[src/rtl/pll_cfg_pkg.sv]
package pll_cfg_pkg;
  // Register bit positions; the status bit position is visible to software.
  localparam int IDIV_LSB = 0;
  localparam int STAT_BIT = 5;
  localparam int MUL_LSB  = 8;
  localparam int ODIV_LSB = 16;

  typedef enum logic {
    LK_HELD = 1'b0,
    LK_WAIT = 1'b1
  } lock_state_e;
endpackage

[src/rtl/pll_cfg_fields.sv]
module pll_cfg_fields #(
  parameter int IDIV_W = 3,
  parameter int MUL_W  = 3,
  parameter int ODIV_W = 3
) (
  input  logic              clk,
  input  logic              rst_n,
  input  logic [IDIV_W-1:0] cfg_idiv,
  input  logic [MUL_W-1:0]  cfg_mul,
  input  logic [ODIV_W-1:0] cfg_odiv,
  input  logic              wr_en,
  input  logic [MUL_W-1:0]  wr_mul,
  input  logic [ODIV_W-1:0] wr_odiv,
  output logic [IDIV_W-1:0] idiv,
  output logic [MUL_W-1:0]  mul,
  output logic [ODIV_W-1:0] odiv,
  output logic              settings_chg
);
  // A write only counts as a change when one of the writable fields moves.
  always_comb begin
    settings_chg = wr_en && ((wr_mul != mul) || (wr_odiv != odiv));
  end

  // The input divider is only ever loaded during reset.
  always_ff @(posedge clk) begin
    if (!rst_n) begin
      idiv <= cfg_idiv;
    end
  end

  always_ff @(posedge clk) begin
    if (!rst_n) begin
      mul  <= cfg_mul;
      odiv <= cfg_odiv;
    end else if (wr_en) begin
      mul  <= wr_mul;
      odiv <= wr_odiv;
    end
  end
endmodule

[src/rtl/pll_lock_timer.sv]
module pll_lock_timer
  import pll_cfg_pkg::*;
#(
  parameter int TMR_CYCLES = 64
) (
  input  logic clk,
  input  logic rst_n,
  input  logic restart,
  input  logic pll_lock,
  output logic lock_status
);
  localparam int CNT_W = (TMR_CYCLES > 2) ? $clog2(TMR_CYCLES) : 1;
  localparam logic [CNT_W-1:0] CNT_LOAD = CNT_W'(TMR_CYCLES - 1);

  lock_state_e      state;
  logic [CNT_W-1:0] cnt;

  // Restart has priority; then lock or an empty counter ends the wait.
  always_ff @(posedge clk) begin
    if (!rst_n || restart) begin
      state <= LK_WAIT;
      cnt   <= CNT_LOAD;
    end else if (state == LK_WAIT) begin
      if (pll_lock || (cnt == '0)) begin
        state <= LK_HELD;
      end else begin
        cnt <= cnt - 1'b1;
      end
    end
  end

  assign lock_status = (state == LK_HELD);
endmodule

[src/rtl/pll_cfg_ctrl.sv]
module pll_cfg_ctrl
  import pll_cfg_pkg::*;
#(
  parameter int DATA_W     = 32,
  parameter int IDIV_W     = 3,
  parameter int MUL_W      = 3,
  parameter int ODIV_W     = 3,
  parameter int TMR_CYCLES = 64
) (
  input  logic              clk,
  input  logic              rst_n,
  input  logic [DATA_W-1:0] cfg_word,
  input  logic              wr_en,
  input  logic [DATA_W-1:0] wr_data,
  output logic [DATA_W-1:0] rd_data,
  input  logic              pll_lock,
  output logic [IDIV_W-1:0] pll_idiv,
  output logic [MUL_W-1:0]  pll_mul,
  output logic [ODIV_W-1:0] pll_odiv,
  output logic              lock_status
);
  logic settings_chg;
  logic unused_bits;

  assign unused_bits = ^{cfg_word, wr_data};

  pll_cfg_fields #(
    .IDIV_W(IDIV_W),
    .MUL_W (MUL_W),
    .ODIV_W(ODIV_W)
  ) u_fields (
    .clk         (clk),
    .rst_n       (rst_n),
    .cfg_idiv    (cfg_word[IDIV_LSB +: IDIV_W]),
    .cfg_mul     (cfg_word[MUL_LSB +: MUL_W]),
    .cfg_odiv    (cfg_word[ODIV_LSB +: ODIV_W]),
    .wr_en       (wr_en),
    .wr_mul      (wr_data[MUL_LSB +: MUL_W]),
    .wr_odiv     (wr_data[ODIV_LSB +: ODIV_W]),
    .idiv        (pll_idiv),
    .mul         (pll_mul),
    .odiv        (pll_odiv),
    .settings_chg(settings_chg)
  );

  pll_lock_timer #(
    .TMR_CYCLES(TMR_CYCLES)
  ) u_timer (
    .clk        (clk),
    .rst_n      (rst_n),
    .restart    (settings_chg),
    .pll_lock   (pll_lock),
    .lock_status(lock_status)
  );

  always_comb begin
    rd_data                        = '0;
    rd_data[IDIV_LSB +: IDIV_W]    = pll_idiv;
    rd_data[MUL_LSB +: MUL_W]      = pll_mul;
    rd_data[ODIV_LSB +: ODIV_W]    = pll_odiv;
    rd_data[STAT_BIT]              = lock_status;
  end
endmodule

[config.mk]
export PLATFORM = sky130hd
export DESIGN_NAME = pll_cfg_ctrl
export DESIGN_NICKNAME = d
export VERILOG_FILES = /design/src/rtl/pll_cfg_pkg.sv /design/src/rtl/pll_cfg_fields.sv /design/src/rtl/pll_lock_timer.sv /design/src/rtl/pll_cfg_ctrl.sv
export SDC_FILE = /design/constraint.sdc
export NUM_CORES = 1
export LEC_CHECK = 0
export BUFFER_PORTS_ARGS = -buffer_cell sky130_fd_sc_hd__buf_2
export CAP_MARGIN = 10
export CORE_MARGIN = 2
export CORE_UTILIZATION = 36
export CTS_BUF_LIST = sky130_fd_sc_hd__clkbuf_2
export CTS_CLUSTER_DIAMETER = 200
export DETAILED_ROUTE_END_ITERATION = 7
export GPL_TIMING_DRIVEN = 1
export PLACE_DENSITY_LB_ADDON = 0.08
export SYNTH_ARGS = -nofsm -noshare
export SYNTH_HDL_FRONTEND = slang
export SYNTH_SLANG_ARGS = --single-unit
[constraint.sdc]
create_clock -name clk -period 1.86 [get_ports clk]
set_input_delay 0.093 -clock clk [delete_from_list [all_inputs] [get_ports clk]]
set_output_delay 0.093 -clock clk [all_outputs]
set_load 0.02 [all_outputs]
# Word level (Yosys, flattened, before mapping)
# Index checks and enable logic that the tools add are counted.
word_totals:
  in_bits: 68
  elab_cells: 24
  register_bits: 16
  out_inout_bits: 42
op_classes:
  reduce_logical: 7
  muxes: 6
  n_eq_ne: 3
  bitwise: 2
  add_sub_neg: 1
op_table:
  columns: ["cell", "count"]
  rows:
  - ["3-bit two-way mux", 4]
  - ["6-bit zero test", 1]
  - ["3-bit != test", 2]
  - ["6-bit by 1-bit subtractor with 6-bit output (second input constant)", 1]
  - ["1-bit logical OR", 3]
  - ["1-bit two-way mux", 2]
  - ["2-bit by 1-bit != test with 1-bit output (second input constant)", 1]
  - ["1-bit inverter", 2]
  - ["2-bit AND reduction", 1]
  - ["1-bit logical AND", 1]
  - ["1-bit zero test", 1]

# Logic depth before layout (Yosys ltp)
# Gate-level depths: netlist (run 1).
logic_depth:
  depth_word: 4
  depth_mapped: 6

# Hierarchy
# A second synthesis (run 1) with hierarchy kept.
unflattened:
  hier_cells: 98
  area_unflattened_um2: 1021.0
by_module_without_submodules:
  columns: ["module", "instances", "area_per_inst_um2", "cells_each"]
  rows:
  - ["pll_cfg_fields", 1, 420.4, 26]
  - ["pll_lock_timer", 1, 356.6, 39]
  - ["pll_cfg_ctrl", 1, 244.0, 33]

# Worst setup path before layout (run 1)
# Ideal clock, no wire load.
synth_path:
  path_kind: "register -> register"
  startpoint: "reg u_fields.mul[2]"
  endpoint: "reg u_timer.cnt[1]"
  synth_period_minus_slack_ns: 1.445
  required_ns: 1.711
  arrival_ns: 1.296
  path_stages_with_launch: 5
  slack_ns: 0.415
  setup_ns: 0.149
  path_cell_list: "edfxtp_1 xnor2_1 nand4_1 o41ai_4 o211ai_1"
synth_via:
  elab_chain_cells: 4
synth_rtl:
  columns: ["item", "line", "source"]
  rows:
  - ["start: declaration", "pll_cfg_fields.sv:15", "output logic [MUL_W-1:0] mul,"]
  - ["start signal: assignment", "pll_cfg_fields.sv:33", "mul <= cfg_mul;"]
  - ["start signal: assignment", "pll_cfg_fields.sv:36", "mul <= wr_mul;"]
  - ["3-bit != test", "pll_cfg_fields.sv:21", "settings_chg = wr_en && ((wr_mul != mul) || (wr_odiv != odiv));"]
  - ["1-bit logical OR", "pll_cfg_fields.sv:21", null]
  - ["1-bit logical AND", "pll_cfg_fields.sv:21", null]
  - ["1-bit logical OR", "pll_lock_timer.sv:20", "if (!rst_n || restart) begin"]
  - ["end signal: assignment", "pll_lock_timer.sv:27", "cnt <= cnt - 1'b1;"]
  - ["end: declaration", "pll_lock_timer.sv:16", "logic [CNT_W-1:0] cnt;"]
# No other way between the ends.
# A chain may end at the register's enable or synchronous reset.

# Worst setup path after layout (run 1)
# Ends and elaborated chain as after synthesis.

==> impl_metrics.env, run 1 <==
export IMPL_yosys_area_top_type_share_pct=26.3
export IMPL_drt_iter0_drc=12
export IMPL_die_area_sq_um=3300
export IMPL_worstReg2RegStart="u_fields.mul[2]$_DFFE_PP_"
export IMPL_synth_edf_count=9
export IMPL_fin_skew_ns=0.0211
export IMPL_cp_required_ns=2.00
export IMPL_wirelength_mm=1.58
export IMPL_slowest_stage="o41ai_4"
export IMPL_period_needed_ns=1.56
export IMPL_grt_pass1_wl_mm=2.53
export IMPL_grt_max_degree=10
export IMPL_tightest_slew_ns=0.522
export IMPL_ant_nets=0
export IMPL_h_tree_depth=1
export IMPL_post_drt_wl_per_cell_um=9.81
export IMPL_max_slew_margin_pct=65.1
export IMPL_clk_latency_ns=0.29
export IMPL_criticalPathCategory="reg2reg"
export IMPL_start_kind="flip-flop"
export IMPL_period_share_pct=84.1
export IMPL_ios=110
export IMPL_drv_cap=0
export IMPL_hp_class="in2reg"
export IMPL_status="finished, final reports clean"
export IMPL_clk_pin_slew_ns=0.16
export IMPL_grt_use_total_pct=10.1
export IMPL_vias=655
export IMPL_yosysMostFrequentCell="buf_4"
export IMPL_cp_top_family="compound AO/OA/AOI/OAI gates"
export IMPL_clkSinkCount=16
export IMPL_finalSetupTns_ns=0
export IMPL_maxSlewViolCount=0
export IMPL_rr_worst_depth=4
export IMPL_r2r_slack_ns=0.30
export IMPL_io_buffers=38
export IMPL_clockBufferDepth=2
export IMPL_rsz0062_at_grt="false"
export IMPL_dieWidth_um=57.5
export IMPL_start_util_pct=37.6
export IMPL_firstDrtPassIters=3
export IMPL_drive_above_1_share_pct=42.3
export IMPL_synth_cells=97
export IMPL_cp_max_fo=7
export IMPL_root_buffer="clkbuf_2"
export IMPL_path_cells="xnor2_1 -> nand4_1 -> o41ai_4 -> o211ai_1"
export IMPL_slowest_delay_ns=0.47
export IMPL_cp_num_buf_inv=0
export IMPL_synthTopCellsByArea="edfxtp_1, buf_4, dfxtp_1"
export IMPL_leakage_nw=0.555
export IMPL_cts_tree="built"
export IMPL_critical_path_cell_count=4
export IMPL_antenna_found_initial=0
export IMPL_ir_worst_vdd_mv=0.326
export IMPL_viasPerCell=4.07
export IMPL_r2r_end="u_timer.cnt[1]$_SDFFE_PP1P_"
export IMPL_die_h_um=57.5
export IMPL_p_per_area_nw_per_um2=703
export IMPL_synthTopCellsByCount="buf_4, edfxtp_1, dfxtp_1"
export IMPL_worstPathArrival_ns=1.70
export IMPL_place_congestion=0.722
export IMPL_finish_utilization_pct=41.7
export IMPL_crit_start="u_fields.mul[2]$_DFFE_PP_"
export IMPL_ys_seq_area_share_pct=39.9
export IMPL_clock_fmax_mhz=639
export IMPL_grt_pass1_vias=603
export IMPL_synth_ff_latch_count=16
export IMPL_syn_area_per_cell_sq_um=10.6
export IMPL_rows=19
export IMPL_yosys_warnings=0
export IMPL_finalHoldViolations=0
export IMPL_syn_cell_area_sq_um=1030
export IMPL_synth_top_area_cell="edfxtp_1"
export IMPL_coreArea_sq_um=2730
export IMPL_synthFlopType="edfxtp_1"
export IMPL_overflow=0
export IMPL_yosys_cell_types_count=27
export IMPL_final_setup_viol_count=0
export IMPL_cts_inserted_buffers=3
export IMPL_dp_hpwl_mm=1.26
export IMPL_antenna_cells=0
export IMPL_drcViolationCount=0
export IMPL_async_flop_share_pct=0
export IMPL_area_growth_pct=10.9
export IMPL_setup_worst_path_end_class="flip-flop"
export IMPL_crit_end="u_timer.cnt[1]$_SDFFE_PP1P_"
export IMPL_nets=201
==> power breakdown <==
| part | internal (mW) | switching, mW | total, mW | leakage (nW) |
|---|---|---|---|---|
| logic | 0.0751 | 0.149 | 0.224 | 0.391 |
| registers | 0.401 | 0.0154 | 0.416 | 0.148 |
| clock network | 0.0570 | 0.105 | 0.162 | 0.0166 |
==> layout make-up <==
cell class                      instances  area, sq um
Tap cell                               31         38.8
Multi-Input combinational cell         65          437
Fill cell                             276         1590
Inverter                                4         15.0
Clock buffer                            4         20.0
Timing Repair Buffer                   41          220
Sequential cell                        16          410
==> cells by family (layout without fill, tap and decap cells) <==
| kind of cell | Yosys count | after routing | share of synthesized area [%] |
|---|---|---|---|
| flops | 16 | 16 | 39.9 |
| fa+ha+maj | 2 | 2 | 2.43 |
| buf+inv | 37 | 49 | 25.3 |
| xor+xnor | 8 | 8 | 6.81 |
| other cells | 1 | 22 | 0.365 |
| compound gates | 5 | 5 | 5.47 |
| mux | 6 | 6 | 6.57 |
| simple gates | 22 | 22 | 13.1 |
==> worst register-to-register path: cells and delay by family (launching register included) <==
kind,cells,cell delay [ns]
xor+xnor,1,0.17
compound gates,2,0.63
flops,1,0.45
simple gates,1,0.17
==> sequential cells by signal (all words and copies together), names as in the netlist <==
| name | flops |
|---|---|
| u_timer.cnt | 6 |
| u_fields.idiv | 3 |
| u_fields.mul | 3 |
| u_fields.odiv | 3 |
| u_timer.state | 1 |
==> metrics by stage <==
step	hold WS (ns)	std cells	worst slack (ns)	cell area [sq um]	total power [mW]
after floorplan	0.192	118	0.415	1110	0.640
after global placement	0.278	154	0.333	1090	0.643
after detailed placement	0.278	154	0.306	1090	0.644
after CTS	0.0809	161	0.259	1140	0.812
after global routing	0.0727	161	0.173	1140	0.847
final	0.0919	161	0.295	1140	0.802
==> placed cells by master, fill, tap and decap left out, drive strengths merged <==
cell type / netlist / layout
o41ai: 1 / 1
dlygate4sd3: 0 / 3
nand4: 1 / 1
clkbuf: 0 / 4
or4: 1 / 1
conb: 1 / 22
buf: 33 / 38
nand2b: 2 / 2
nand3b: 3 / 3
mux2: 6 / 6
inv: 4 / 4
nand3: 2 / 2
edfxtp: 9 / 9
xnor2: 5 / 5
xor2: 3 / 3
or3: 2 / 2
nor3: 3 / 3
dfxtp: 7 / 7
ha: 2 / 2
and2b: 1 / 1
o211ai: 2 / 2
o21ai: 2 / 2
nor2: 1 / 1
nand2: 6 / 6
==> metal layers <==
layer  vias to the layer above  wire length [um]  track usage [%]
met5                         -                 0                0
met4                         0                13             4.98
met3                         2               155             2.49
met2                        34               719             15.4
met1                       282               691             13.2
li1                        337                 -                -
==> worst min-delay path by stage <==
stage	end	startpoint	slack, ns	depth (start not counted)
after floorplan	u_fields.idiv[0]$_DFFE_PN_	cfg_word[0]	0.19	0
after global placement	u_fields.idiv[2]$_DFFE_PN_	cfg_word[2]	0.28	1
after detailed placement	u_fields.idiv[2]$_DFFE_PN_	cfg_word[2]	0.28	1
after CTS	u_fields.odiv[2]$_DFFE_PP_	cfg_word[18]	0.08	2
after global routing	u_fields.mul[2]$_DFFE_PP_	cfg_word[10]	0.07	2
final	u_fields.odiv[0]$_DFFE_PP_	cfg_word[16]	0.09	2
==> repair_timing <==
| item | CTS | global route |
|---|---|---|
| endpoints found under the hold margin | 3 | 0 |
| resized for setup | 0 | 0 |
| setup endpoints to repair | 0 | 0 |
| hold buffers | 3 | 0 |
| setup buffers | 0 | 0 |
No activity file was read; power rests on OpenSTA's default activity.
==> run 2: changes to the inputs <==
ABC_AREA = 1   (was default)
CORE_UTILIZATION = 34   (was 36)
clock period = 1.4 ns   (was 1.86 ns; I/O delays follow)
==> impl_metrics.env, run 2 <==
export IMPL_status="finished, final reports clean"
export IMPL_h_tree_depth=1
export IMPL_finalSetupTns_ns=0
export IMPL_start_kind="flip-flop"
export IMPL_pwr_share_clk_pct=19.7
export IMPL_synth_edf_count=9
export IMPL_ys_seq_area_share_pct=36.2
export IMPL_dp_cells=219
export IMPL_clkSinkCount=16
export IMPL_cts_resized=0
export IMPL_r2r_end="u_timer.cnt[4]$_SDFFE_PP1P_"
export IMPL_postCtsSetupRepairBufs=0
export IMPL_mostFrequentLayoutCell="nand2_1"
export IMPL_synthTopCellsByCount="nand2_1, buf_4, inv_1"
export IMPL_cts_tree="built"
export IMPL_grt_max_degree=18
export IMPL_grt_pass1_vias=720
export IMPL_async_flop_share_pct=0
export IMPL_clockBufferDepth=2
export IMPL_worst_hold_path_endpoint="u_fields.odiv[1]$_DFFE_PP_"
export IMPL_antenna_found_initial=0
export IMPL_period_share_pct=91.3
export IMPL_p_per_area_nw_per_um2=861
export IMPL_antenna_cells=0
export IMPL_rows=20
export IMPL_place_congestion=0.755
export IMPL_setup_worst_path_end_class="flip-flop"
export IMPL_post_drt_wl_per_cell_um=8.75
export IMPL_yosys_cell_types_count=22
export IMPL_ios=110
export IMPL_wirelength_mm=1.98
export IMPL_syn_cell_area_sq_um=1130
export IMPL_power_internal_mw=0.692
export IMPL_root_buffer="clkbuf_2"
export IMPL_p_comb_share_pct=29.0
export IMPL_clk_latency_ns=0.29
export IMPL_setup_slack_ns=0.122
export IMPL_clock_fmax_mhz=782
export IMPL_worstReg2RegStart="u_timer.cnt[0]$_SDFFE_PP1P_"
export IMPL_nets=253
export IMPL_syn_area_per_cell_sq_um=7.61
export IMPL_area_growth_pct=11.3
export IMPL_cts_hold_buf=3
export IMPL_final_seq_area_sq_um=410
export IMPL_start_util_pct=36.5
export IMPL_fin_skew_ns=0.00894
export IMPL_power_share_sequential_pct=51.3
export IMPL_most_common_layout_cells="nand2_1, buf_2, conb_1"
export IMPL_rsz0062_at_grt="false"
export IMPL_placed_cell_area_sq_um=1210
export IMPL_cp_required_ns=1.59
export IMPL_yosysMostFrequentCell="nand2_1"
export IMPL_coreArea_sq_um=3100
export IMPL_synthTopCellsByArea="edfxtp_1, buf_4, nand2_1"
export IMPL_synthFlopType="edfxtp_1"
export IMPL_whs_path_depth=3
export IMPL_cp_max_fo=4
export IMPL_period_needed_ns=1.28
export IMPL_synth_cells=149
export IMPL_overflow=0
export IMPL_io_buffers=38
export IMPL_switching_power_mw=0.394
export IMPL_instances_no_fill=226
export IMPL_vias=883
export IMPL_dp_slack_ns=0.146
export IMPL_cts_inserted_buffers=3
export IMPL_r2r_slack_ns=0.12
export IMPL_top_register="u_timer.cnt"
export IMPL_ir_worst_vdd_mv=0.419
export IMPL_dp_hpwl_mm=1.59
export IMPL_drcViolationCount=0
export IMPL_clk_pin_slew_ns=0.17
export IMPL_swShare_pct=36.3
export IMPL_rr_worst_depth=6
export IMPL_synth_top_area_cell="edfxtp_1"
export IMPL_drv_cap=0
export IMPL_hp_class="in2reg"
export IMPL_criticalPathCategory="reg2reg"
export IMPL_grt_use_total_pct=10.2
export IMPL_largest_register_ff_count=6
export IMPL_drt_iter0_drc=35
export IMPL_viasPerCell=3.91
export IMPL_num_fill_cells=338
export IMPL_finalInstanceArea_sq_um=1260
export IMPL_firstDrtPassIters=4
export IMPL_drive_above_1_share_pct=26.9
export IMPL_finalHoldViolations=0
export IMPL_dieWidth_um=61.7
export IMPL_design_power_total_mw=1.09
export IMPL_ant_nets=0
export IMPL_yosys_warnings=0
export IMPL_die_h_um=61.7
export IMPL_grt_pass1_wl_mm=2.79
export IMPL_final_setup_viol_count=0
export IMPL_multiInputGateArea_sq_um=470
export IMPL_yosys_area_top_type_share_pct=23.8
export IMPL_min_from="cfg_word[17]"
export IMPL_maxSlewViolCount=0
export IMPL_die_area_sq_um=3810
export IMPL_worstPathArrival_ns=1.47
export IMPL_synth_ff_latch_count=16
export IMPL_leakage_nw=0.725
run 2: cell count changes after synthesis, sizes merged, moves of 3 or more:
cell   change
nand3      +5
inv       +19
o21ai      +4
xnor2      -5
mux2       -6
nor2       +8
nand2     +38
nor3       -3
run 2: kinds of logic after synthesis:
group / synth area share [%]
AOI/OAI and AO/OA: 4.75
xor gates and xnor gates: 0.773
adders and majority gates: 2.21
buffers and inverters: 29.2
DFF: 36.2
other: 0.331
and+or+nand+nor: 26.5
run 2: power by group through the flow:
stage | sequential [mW] | clock (mW) | combinational, mW
detailed placement | 0.569 | 0 | 0.309
CTS | 0.558 | 0.232 | 0.317
finish | 0.557 | 0.214 | 0.315
global route | 0.564 | 0.256 | 0.347
floorplan | 0.601 | 0 | 0.265
global placement | 0.567 | 0 | 0.309
run 2: worst max-delay path by stage:
stage	startpoint	endpoint	depth (start not counted)
6_report	u_timer.cnt[0]$_SDFFE_PP1P_	u_timer.cnt[4]$_SDFFE_PP1P_	6
2_1_floorplan	u_fields.mul[0]$_DFFE_PP_	u_timer.cnt[0]$_SDFFE_PP1P_	6
3_3_place_gp	u_timer.cnt[0]$_SDFFE_PP1P_	u_timer.cnt[4]$_SDFFE_PP1P_	6
5_1_grt	u_timer.cnt[0]$_SDFFE_PP1P_	u_timer.cnt[4]$_SDFFE_PP1P_	6
4_1_cts	u_timer.cnt[0]$_SDFFE_PP1P_	u_timer.cnt[4]$_SDFFE_PP1P_	6
3_5_place_dp	u_timer.cnt[0]$_SDFFE_PP1P_	u_timer.cnt[4]$_SDFFE_PP1P_	6
run 2: worst max-delay path: stages (launching register included):
cell and delay [ns]:
dfxtp_1 0.34, inv_1 0.11, ha_1 0.19, nor3b_1 0.27
nand4_1 0.13, nand2_1 0.09, nand2_1 0.05
run 2: through the flow:
step	utilization (%)	hold slack, ns
after floorplan	-	0.169
after global placement	39.1	0.253
after detailed placement	39.1	0.252
after CTS	40.6	0.0273
after global routing	40.6	0.0442
final	40.6	0.0517
run 2: routing by layer:
layer  vias up  track usage (%)  wire [um]
met1       378             10.8        856
li1        470                -          -
met2        33             18.5        961
met4         0             4.56         13
met3         2             3.11        147
met5         -                0          0
run 2: cell type report:
class                           instances  share of cell area, %
Multi-Input combinational cell         98                   37.3
Sequential cell                        16                   32.5
Timing Repair Buffer                   41                   17.5
Inverter                               23                   6.85
Tap cell                               44                   4.37
Clock buffer                            3                   1.19
Clock inverter                          1                  0.298
